$ cat config.mk
export PLATFORM = sky130hd
export DESIGN_NAME = cfgchk_top
export DESIGN_NICKNAME = d
export VERILOG_FILES = /design/src/rtl/cfgchk_pkg.sv /design/src/rtl/cfgchk_crc32.sv /design/src/rtl/cfgchk_lenctr.sv /design/src/rtl/cfgchk_seq.sv /design/src/rtl/cfgchk_top.sv
export SDC_FILE = /design/constraint.sdc
export NUM_CORES = 1
export LEC_CHECK = 0
export ABC_AREA = 0
export BUFFER_PORTS_ARGS = -buffer_cell sky130_fd_sc_hd__buf_2
export CORE_ASPECT_RATIO = 0.9
export CORE_MARGIN = 1.5
export CORE_UTILIZATION = 25
export DETAILED_ROUTE_END_ITERATION = 8
export GPL_TIMING_DRIVEN = 1
export SLEW_MARGIN = 20
export SYNTH_ARGS = -nofsm -noshare
export SYNTH_HDL_FRONTEND = slang
export SYNTH_SLANG_ARGS = --single-unit
$ cat constraint.sdc
create_clock -name clk -period 10.6 [get_ports clk]
set_input_delay 1.06 -clock clk [delete_from_list [all_inputs] [get_ports clk]]
set_output_delay 1.06 -clock clk [all_outputs]
set_load 0.005 [all_outputs]
$ cat src/rtl/cfgchk_pkg.sv
package cfgchk_pkg;

  localparam logic [31:0] CRC_POLY = 32'hEDB8_8320;
  localparam logic [31:0] CRC_INIT = 32'hFFFF_FFFF;

  typedef enum logic [2:0] {
    ERR_NONE    = 3'd0,
    ERR_DEVID   = 3'd1,
    ERR_HDR_CRC = 3'd2,
    ERR_DAT_CRC = 3'd3,
    ERR_GLB_CRC = 3'd4
  } err_e;

  typedef enum logic [3:0] {
    ST_IDLE,
    ST_HDR_ID,
    ST_HDR_LEN,
    ST_HDR_CRC,
    ST_DATA,
    ST_DAT_CRC,
    ST_GLB_CRC,
    ST_DONE,
    ST_FAIL
  } st_e;

  // Reflected CRC-32 over one word, bit 0 first (lowest byte first).
  function automatic logic [31:0] crc32_word(input logic [31:0] c, input logic [31:0] w);
    logic [31:0] r;
    r = c;
    for (int i = 0; i < 32; i++) begin
      r = (r >> 1) ^ (((r[0] ^ w[i]) == 1'b1) ? CRC_POLY : 32'h0);
    end
    return r;
  endfunction

endpackage

$ cat src/rtl/cfgchk_crc32.sv
module cfgchk_crc32
  import cfgchk_pkg::*;
(
  input  logic        clk,
  input  logic        rst,
  input  logic        en,
  input  logic        clr,
  input  logic [31:0] word,
  output logic [31:0] fcs
);

  logic [31:0] acc_q;

  always_ff @(posedge clk) begin
    if (rst) begin
      acc_q <= CRC_INIT;
    end else if (en) begin
      acc_q <= crc32_word(clr ? CRC_INIT : acc_q, word);
    end else if (clr) begin
      acc_q <= CRC_INIT;
    end
  end

  assign fcs = ~acc_q;

endmodule

$ cat src/rtl/cfgchk_lenctr.sv
module cfgchk_lenctr #(
  parameter int LEN_W = 24
) (
  input  logic             clk,
  input  logic             rst,
  input  logic             load,
  input  logic             dec,
  input  logic [LEN_W-1:0] len_val,
  output logic             last
);

  localparam logic [LEN_W-1:0] ONE = LEN_W'(1);

  logic [LEN_W-1:0] rem_q;

  always_ff @(posedge clk) begin
    if (rst) begin
      rem_q <= '0;
    end else if (load) begin
      rem_q <= len_val;
    end else if (dec) begin
      rem_q <= rem_q - ONE;
    end
  end

  assign last = (rem_q == ONE);

  AST_NO_UNDERFLOW: assert property (@(posedge clk) disable iff (rst)
    dec |-> (rem_q != '0));

endmodule

$ cat src/rtl/cfgchk_seq.sv
module cfgchk_seq
  import cfgchk_pkg::*;
#(
  parameter int          LEN_W  = 24,
  parameter int          ID_W   = 8,
  parameter logic [31:0] DEV_ID = 32'h5A5A_0001
) (
  input  logic             clk,
  input  logic             rst,
  input  logic             in_valid,
  input  logic             in_start,
  input  logic [31:0]      in_word,
  input  logic [31:0]      fcs_sec,
  input  logic [31:0]      fcs_glb,
  input  logic             len_last,
  output logic             sec_en,
  output logic             sec_clr,
  output logic             glb_en,
  output logic             glb_clr,
  output logic             len_load,
  output logic             len_dec,
  output logic             cfg_done,
  output err_e             err_code,
  output logic             wr_valid,
  output logic [ID_W-1:0]  wr_blk_id,
  output logic [31:0]      wr_word
);

  st_e             st_q;
  err_e            err_q;
  logic            done_q;
  logic            wrv_q;
  logic [ID_W-1:0] blk_q;
  logic [ID_W-1:0] wblk_q;
  logic [31:0]     wword_q;
  logic            active;
  logic            step;
  logic            len_zero;

  assign active   = (st_q != ST_IDLE) && (st_q != ST_DONE) && (st_q != ST_FAIL);
  assign step     = in_valid && !in_start && active;
  assign len_zero = (in_word[LEN_W-1:0] == '0);

  always_comb begin
    glb_clr  = in_valid && in_start;
    glb_en   = glb_clr || step;
    sec_clr  = glb_clr || (step && ((st_q == ST_HDR_CRC) || (st_q == ST_DAT_CRC)));
    sec_en   = step && ((st_q == ST_HDR_ID) || (st_q == ST_HDR_LEN) || (st_q == ST_DATA));
    len_load = step && (st_q == ST_HDR_LEN) && !len_zero;
    len_dec  = step && (st_q == ST_DATA);
  end

  always_ff @(posedge clk) begin
    if (rst) begin
      st_q    <= ST_IDLE;
      err_q   <= ERR_NONE;
      done_q  <= 1'b0;
      wrv_q   <= 1'b0;
      blk_q   <= '0;
      wblk_q  <= '0;
      wword_q <= '0;
    end else begin
      wrv_q <= 1'b0;
      if (in_valid && in_start) begin
        done_q <= 1'b0;
        if (in_word == DEV_ID) begin
          st_q  <= ST_HDR_ID;
          err_q <= ERR_NONE;
        end else begin
          st_q  <= ST_FAIL;
          err_q <= ERR_DEVID;
        end
      end else if (step) begin
        unique case (st_q)
          ST_HDR_ID: begin
            blk_q <= in_word[31 -: ID_W];
            st_q  <= ST_HDR_LEN;
          end
          ST_HDR_LEN: st_q <= len_zero ? ST_GLB_CRC : ST_HDR_CRC;
          ST_HDR_CRC: begin
            if (in_word == fcs_sec) st_q <= ST_DATA;
            else begin
              st_q  <= ST_FAIL;
              err_q <= ERR_HDR_CRC;
            end
          end
          ST_DATA: begin
            wrv_q   <= 1'b1;
            wblk_q  <= blk_q;
            wword_q <= in_word;
            if (len_last) st_q <= ST_DAT_CRC;
          end
          ST_DAT_CRC: begin
            if (in_word == fcs_sec) st_q <= ST_HDR_ID;
            else begin
              st_q  <= ST_FAIL;
              err_q <= ERR_DAT_CRC;
            end
          end
          ST_GLB_CRC: begin
            if (in_word == fcs_glb) begin
              st_q   <= ST_DONE;
              done_q <= 1'b1;
            end else begin
              st_q  <= ST_FAIL;
              err_q <= ERR_GLB_CRC;
            end
          end
          default: st_q <= ST_IDLE;
        endcase
      end
    end
  end

  assign cfg_done  = done_q;
  assign err_code  = err_q;
  assign wr_valid  = wrv_q;
  assign wr_blk_id = wblk_q;
  assign wr_word   = wword_q;

  AST_DONE_CLEAN: assert property (@(posedge clk) disable iff (rst)
    cfg_done |-> (err_code == ERR_NONE));

  AST_DONE_HOLD: assert property (@(posedge clk) disable iff (rst)
    (cfg_done && !(in_valid && in_start)) |=> cfg_done);

  AST_ERR_STICKY: assert property (@(posedge clk) disable iff (rst)
    ((err_code != ERR_NONE) && !(in_valid && in_start)) |=> $stable(err_code));

  AST_NO_WR_AFTER_ERR: assert property (@(posedge clk) disable iff (rst)
    (err_code != ERR_NONE) |=> !wr_valid);

  AST_START_CLEARS: assert property (@(posedge clk) disable iff (rst)
    (in_valid && in_start) |=> !cfg_done);

  AST_IDLE_NO_WR: assert property (@(posedge clk) disable iff (rst)
    !in_valid |=> !wr_valid);

endmodule

$ cat src/rtl/cfgchk_top.sv
module cfgchk_top
  import cfgchk_pkg::*;
#(
  parameter int          LEN_W  = 24,
  parameter int          ID_W   = 8,
  parameter logic [31:0] DEV_ID = 32'h5A5A_0001
) (
  input  logic            clk,
  input  logic            rst,
  input  logic            in_valid,
  input  logic            in_start,
  input  logic [31:0]     in_word,
  output logic            cfg_done,
  output logic [2:0]      err_code,
  output logic            wr_valid,
  output logic [ID_W-1:0] wr_blk_id,
  output logic [31:0]     wr_word
);

  localparam int N_ACC = 2;  // 0: section CRC, 1: global CRC

  logic [N_ACC-1:0] acc_en;
  logic [N_ACC-1:0] acc_clr;
  logic [31:0]      acc_fcs [N_ACC];
  logic             len_load;
  logic             len_dec;
  logic             len_last;
  err_e             err_w;

  for (genvar g = 0; g < N_ACC; g++) begin : g_acc
    cfgchk_crc32 u_crc (
      .clk  (clk),
      .rst  (rst),
      .en   (acc_en[g]),
      .clr  (acc_clr[g]),
      .word (in_word),
      .fcs  (acc_fcs[g])
    );
  end

  cfgchk_lenctr #(.LEN_W(LEN_W)) u_len (
    .clk     (clk),
    .rst     (rst),
    .load    (len_load),
    .dec     (len_dec),
    .len_val (in_word[LEN_W-1:0]),
    .last    (len_last)
  );

  cfgchk_seq #(.LEN_W(LEN_W), .ID_W(ID_W), .DEV_ID(DEV_ID)) u_seq (
    .clk       (clk),
    .rst       (rst),
    .in_valid  (in_valid),
    .in_start  (in_start),
    .in_word   (in_word),
    .fcs_sec   (acc_fcs[0]),
    .fcs_glb   (acc_fcs[1]),
    .len_last  (len_last),
    .sec_en    (acc_en[0]),
    .sec_clr   (acc_clr[0]),
    .glb_en    (acc_en[1]),
    .glb_clr   (acc_clr[1]),
    .len_load  (len_load),
    .len_dec   (len_dec),
    .cfg_done  (cfg_done),
    .err_code  (err_w),
    .wr_valid  (wr_valid),
    .wr_blk_id (wr_blk_id),
    .wr_word   (wr_word)
  );

  assign err_code = err_w;

endmodule

==> flow_summary.html <==
<table>
<tr><th>Metric</th><th>Value</th></tr>
<tr><th colspan="2">Final layout</th></tr>
<tr><td>Ratio of cells with drive above 1 in the final layout</td><td>13.43%</td></tr>
<tr><td>Layout-stage area growth over the synthesis result</td><td>10.56%</td></tr>
<tr><td>Net total in the final layout</td><td>1642</td></tr>
<tr><th colspan="2">Global route</th></tr>
<tr><td>GRT Max-Usage Layer</td><td>met2</td></tr>
<tr><td>GR met1 Demand/Resource</td><td>a little over a fifth</td></tr>
<tr><td>Number of global-route vias before repair</td><td>11120</td></tr>
<tr><td>Initial antenna violation count</td><td>3</td></tr>
<tr><td>Pin count of the biggest net entering global routing</td><td>82</td></tr>
<tr><td>GRT Total Usage</td><td>~17%</td></tr>
<tr><td>GR Layer Usage met2</td><td>26.04%</td></tr>
<tr><td>Met3 GRT Util</td><td>3.486%</td></tr>
<tr><td>GRT Residual Overflow</td><td>0</td></tr>
<tr><td>First-pass GRT wire length</td><td>about 73000 um</td></tr>
<tr><th colspan="2">Clocking</th></tr>
<tr><td>Post CTS Setup Buffer Count</td><td>0</td></tr>
<tr><td>Largest buffer count on any clock path</td><td>2</td></tr>
<tr><td>Cts bufs inserted</td><td>17</td></tr>
<tr><td>Clk root buf</td><td>clkbuf_16</td></tr>
<tr><td>Clock edge transition at the registers on the reported setup and hold paths</td><td>0.07 ns</td></tr>
<tr><td>CTS tree</td><td>done</td></tr>
<tr><td>Cts repair resizes</td><td>0</td></tr>
<tr><td>Clock sink count</td><td>~150</td></tr>
<tr><td>Maximum level of the CTS H-tree</td><td>4</td></tr>
<tr><td>Insertion delay to the later sink of the worst-skew pair</td><td>between 0.4 and 0.5 ns</td></tr>
<tr><td>Number of hold buffers added after CTS</td><td>0</td></tr>
<tr><th colspan="2">Timing</th></tr>
<tr><td>Setup-violating endpoint count in the final report</td><td>0</td></tr>
<tr><td>Final critical path time including I/O delays and setup</td><td>5.026 ns</td></tr>
<tr><td>Skew final</td><td>0.01890 ns</td></tr>
<tr><td>Share of the clock period used by the worst path after layout</td><td>between 40% and 50%</td></tr>
<tr><td>Rel. slew slack</td><td>40.72%</td></tr>
<tr><td>Fmax</td><td>199.0 MHz</td></tr>
<tr><td>Number of pins exceeding their max-slew limit in the final report</td><td>0</td></tr>
<tr><td>Final-layout setup total negative slack</td><td>0 ns</td></tr>
<tr><td>Hold Vio Cnt, Final</td><td>0</td></tr>
<tr><td>RSZ-0062 raised after global routing</td><td>no</td></tr>
<tr><td>Slew of the pin with the lowest slew margin</td><td>0.8879 ns</td></tr>
<tr><th colspan="2">Floorplanning</th></tr>
<tr><td>Starting Density</td><td>approximately 25%</td></tr>
<tr><td>Height of the die</td><td>~230 um</td></tr>
<tr><td>Width of the chip</td><td>~260 um</td></tr>
<tr><td>Overall die area</td><td>between 60000 and 70000 um2</td></tr>
<tr><td>Number of placement rows</td><td>84</td></tr>
<tr><td>Top-Level Pins</td><td>81</td></tr>
<tr><td>Total core area</td><td>58230 um2</td></tr>
<tr><th colspan="2">Run</th></tr>
<tr><td>Max-capacitance violation count</td><td>0</td></tr>
<tr><th colspan="2">Synthesis</th></tr>
<tr><td>Portion of synthesized cell area occupied by the leading cell type</td><td>around 25%</td></tr>
<tr><td>Top flip-flop cell by instance count after synthesis</td><td>dfxtp_1</td></tr>
<tr><td>Mean post-synth cell area</td><td>9.120 um2</td></tr>
<tr><td>Async SR Flop Fraction</td><td>0%</td></tr>
<tr><td>Synth area leader</td><td>xnor2_1</td></tr>
<tr><td>Part of the Yosys area used for sequential elements</td><td>19.79%</td></tr>
<tr><td>Summed instance area of the synthesized netlist</td><td>14670 um2</td></tr>
<tr><td>Top cells by area, synth</td><td>xnor2_1 (25%), dfxtp_1 (20%), xor2_1 (10%), xnor3_1 (8.9%), a21oi_1 (4.3%)</td></tr>
<tr><td>Post-Syn Instances</td><td>1608</td></tr>
<tr><td>Distinct cells, synth</td><td>63</td></tr>
<tr><td>Synthesized netlist net count</td><td>1646</td></tr>
<tr><td>Post-synthesis register bit count</td><td>145</td></tr>
<tr><td>Number of flops mapped to enable cells by yosys</td><td>0</td></tr>
<tr><td>Count of yosys warnings during synthesis</td><td>0</td></tr>
<tr><th colspan="2">Setup path</th></tr>
<tr><td>WP data required</td><td>10.99 ns</td></tr>
<tr><td>Max stage delay on crit path</td><td>~0.62 ns</td></tr>
<tr><td>Crit Path Max Fanout</td><td>28</td></tr>
<tr><td>Reg2Reg Depth</td><td>11</td></tr>
<tr><td>Worst Path Class, Setup</td><td>primary input to flop</td></tr>
<tr><td>Sequence of cells on the critical path</td><td>buf_2, and2_1, buf_4, nor2_2, xor2_1, xnor2_1, xnor3_1, xor2_1, xor3_2, xnor2_2, xnor3_1, a21oi_1, or2_1</td></tr>
<tr><td>Endpoint kind of the worst setup timing path</td><td>flop</td></tr>
<tr><td>Worst setup SP type</td><td>primary input</td></tr>
<tr><td>Signal arrival time at the worst endpoint</td><td>5.41 ns</td></tr>
<tr><td>Cell at the slowest stage of the critical path</td><td>xnor3_1</td></tr>
<tr><th colspan="2">Route</th></tr>
<tr><td>Antenna-violating nets left</td><td>0</td></tr>
<tr><td>DRC violation count after routing</td><td>0</td></tr>
<tr><td>Detailed Route Iter0 Violations</td><td>1323</td></tr>
<tr><td>Routed via count</td><td>11460</td></tr>
<tr><td>Wirelength per Cell</td><td>around 21 um</td></tr>
<tr><td>Routed wire length</td><td>50420 um</td></tr>
<tr><td>Initial DRT Pass Iterations</td><td>7</td></tr>
<tr><td>Routed vias/inst</td><td>around 4.8</td></tr>
<tr><th colspan="2">Place</th></tr>
<tr><td>Routability-driven placement congestion ratio</td><td>0.9495</td></tr>
<tr><td>Post-detail-place hpwl</td><td>about 38000 um</td></tr>
<tr><td>Number of buffers inserted by port buffering</td><td>80</td></tr>
<tr><th colspan="2">Run status</th></tr>
<tr><td>Result of the run</td><td>completed</td></tr>
<tr><th colspan="2">Hold path</th></tr>
<tr><td>Instance count along the most critical hold path</td><td>2</td></tr>
<tr><td>Hold crit path type</td><td>flop to flop</td></tr>
</table>
==> cell usage in the layout, fill, tap and decap left out, types with 4 or more instances in the layout <==
cell | synthesis | layout
xor3_1 | 15 | 15
dfxtp_1 | 145 | 145
xnor2_1 | 418 | 418
inv_1 | 7 | 7
xor2_1 | 175 | 175
nand2b_1 | 6 | 5
nor3_1 | 37 | 36
a21oi_1 | 125 | 125
a222oi_1 | 9 | 9
and2_1 | 4 | 4
mux2i_1 | 8 | 8
nor4_1 | 20 | 19
xnor3_1 | 58 | 58
or2_2 | 18 | 18
nand2_1 | 124 | 124
clkbuf_16 | 0 | 17
xnor3_2 | 8 | 8
or2_1 | 8 | 8
nor2_1 | 150 | 148
xnor2_4 | 7 | 7
nand4_1 | 10 | 10
inv_8 | 0 | 4
o21ai_0 | 16 | 16
xnor2_2 | 31 | 31
buf_4 | 11 | 12
xor2_2 | 11 | 11
nand3_1 | 9 | 9
xor3_2 | 4 | 4
nor2_2 | 3 | 4
or3_1 | 4 | 4
a211o_1 | 17 | 17
buf_2 | 26 | 79
==> kinds of logic (layout without fill, tap and decap cells) <==
| kind of cell | after synthesis | after routing | share of synthesized area [%] |
|---|---|---|---|
| muxes | 9 | 9 | 0.6228 |
| buffers and inverters | 121 | 129 | 3.754 |
| xor gates and xnor gates | 731 | 731 | 55.45 |
| adders and majority gates | 2 | 2 | 0.1706 |
| other | 0 | 3 | 0 |
| DFF | 145 | 145 | 19.79 |
| AOI/OAI and AO/OA | 194 | 194 | 7.858 |
| and+or+nand+nor | 406 | 406 | 12.35 |
==> synth_stat cells (all sizes together) (2+ instances only) <==
master,number
xnor2,456
xor2,189
nor2,153
dfxtp,145
a21oi,125
nand2,125
xnor3,67
clkbuf,66
buf,48
nor3,37
or2,26
nor4,20
xor3,19
o21ai,18
a211o,17
nand4,10
a222oi,9
nand3,9
mux2i,8
inv,7
nand2b,6
and2,4
or3,4
a221oi,3
nor2b,3
a21boi,2
a22oi,2
a31o,2
a31oi,2
a32oi,2
ha,2
nand3b,2
nor4b,2
o211ai,2
o21bai,2
==> sequential cells by signal, indices dropped and copies added (netlist names) <==
register           flops
g_acc.u_crc.acc_q     64
u_seq.wr_word         32
u_len.rem_q           24
u_seq.blk_q            8
u_seq.wr_blk_id        8
u_seq.st_q             4
u_seq.err_code         3
u_seq.cfg_done         1
u_seq.wr_valid         1
==> routing by layer <==
layer	wire length, um	vias to the layer above
met5	12	-
met4	1693	2
met3	4062	105
met2	22730	552
met1	21920	5566
li1	-	5233
==> through the flow <==
stage / util (%) / cell area, um2 / setup slack [ns] / hold slack, ns / cells
floorplan: - / 14670 / 5.988 / 0.4315 / 1608
global placement: 26.82 / 15620 / 5.100 / 0.4406 / 2359
detailed placement: 26.82 / 15620 / 5.149 / 0.4444 / 2359
CTS: 27.83 / 16210 / 5.599 / 0.4541 / 2390
global route: 27.84 / 16210 / 5.362 / 0.4660 / 2392
finish: 27.85 / 16210 / 5.574 / 0.4484 / 2393
==> worst max-delay path: cells and delay by family <==
family                 cells  cell delay (ns)
AND/OR/NAND/NOR            3             0.42
XOR/XNOR                   7             3.05
AO/OA/AOI/OAI              1             0.16
buffers and inverters      2             0.71
==> path summary, 6_finish.rpt <==
check	to	startpoint	slack, ns
max	g_acc[1].u_crc.acc_q[18]	in_valid	5.57
min	u_seq.wr_blk_id[2]	u_seq.blk_q[2]	0.45
min reg2reg	u_seq.wr_blk_id[2]	u_seq.blk_q[2]	0.45
max reg2reg	g_acc[0].u_crc.acc_q[15]	g_acc[0].u_crc.acc_q[0]	5.80
==> cell type report <==
type | count | area (um2)
Fill cell | 6245 | 42010
Timing Repair Buffer | 91 | 485.5
Clock buffer | 18 | 439.2
Sequential cell | 145 | 2903
Clock inverter | 13 | 148.9
Inverter | 7 | 26.28
Multi-Input combinational cell | 1342 | 11240
Antenna cell | 3 | 7.507
Tap cell | 774 | 968.4
Power is not shown: default switching activity piles up to over one toggle a cycle in this logic, so the estimate is an artifact.
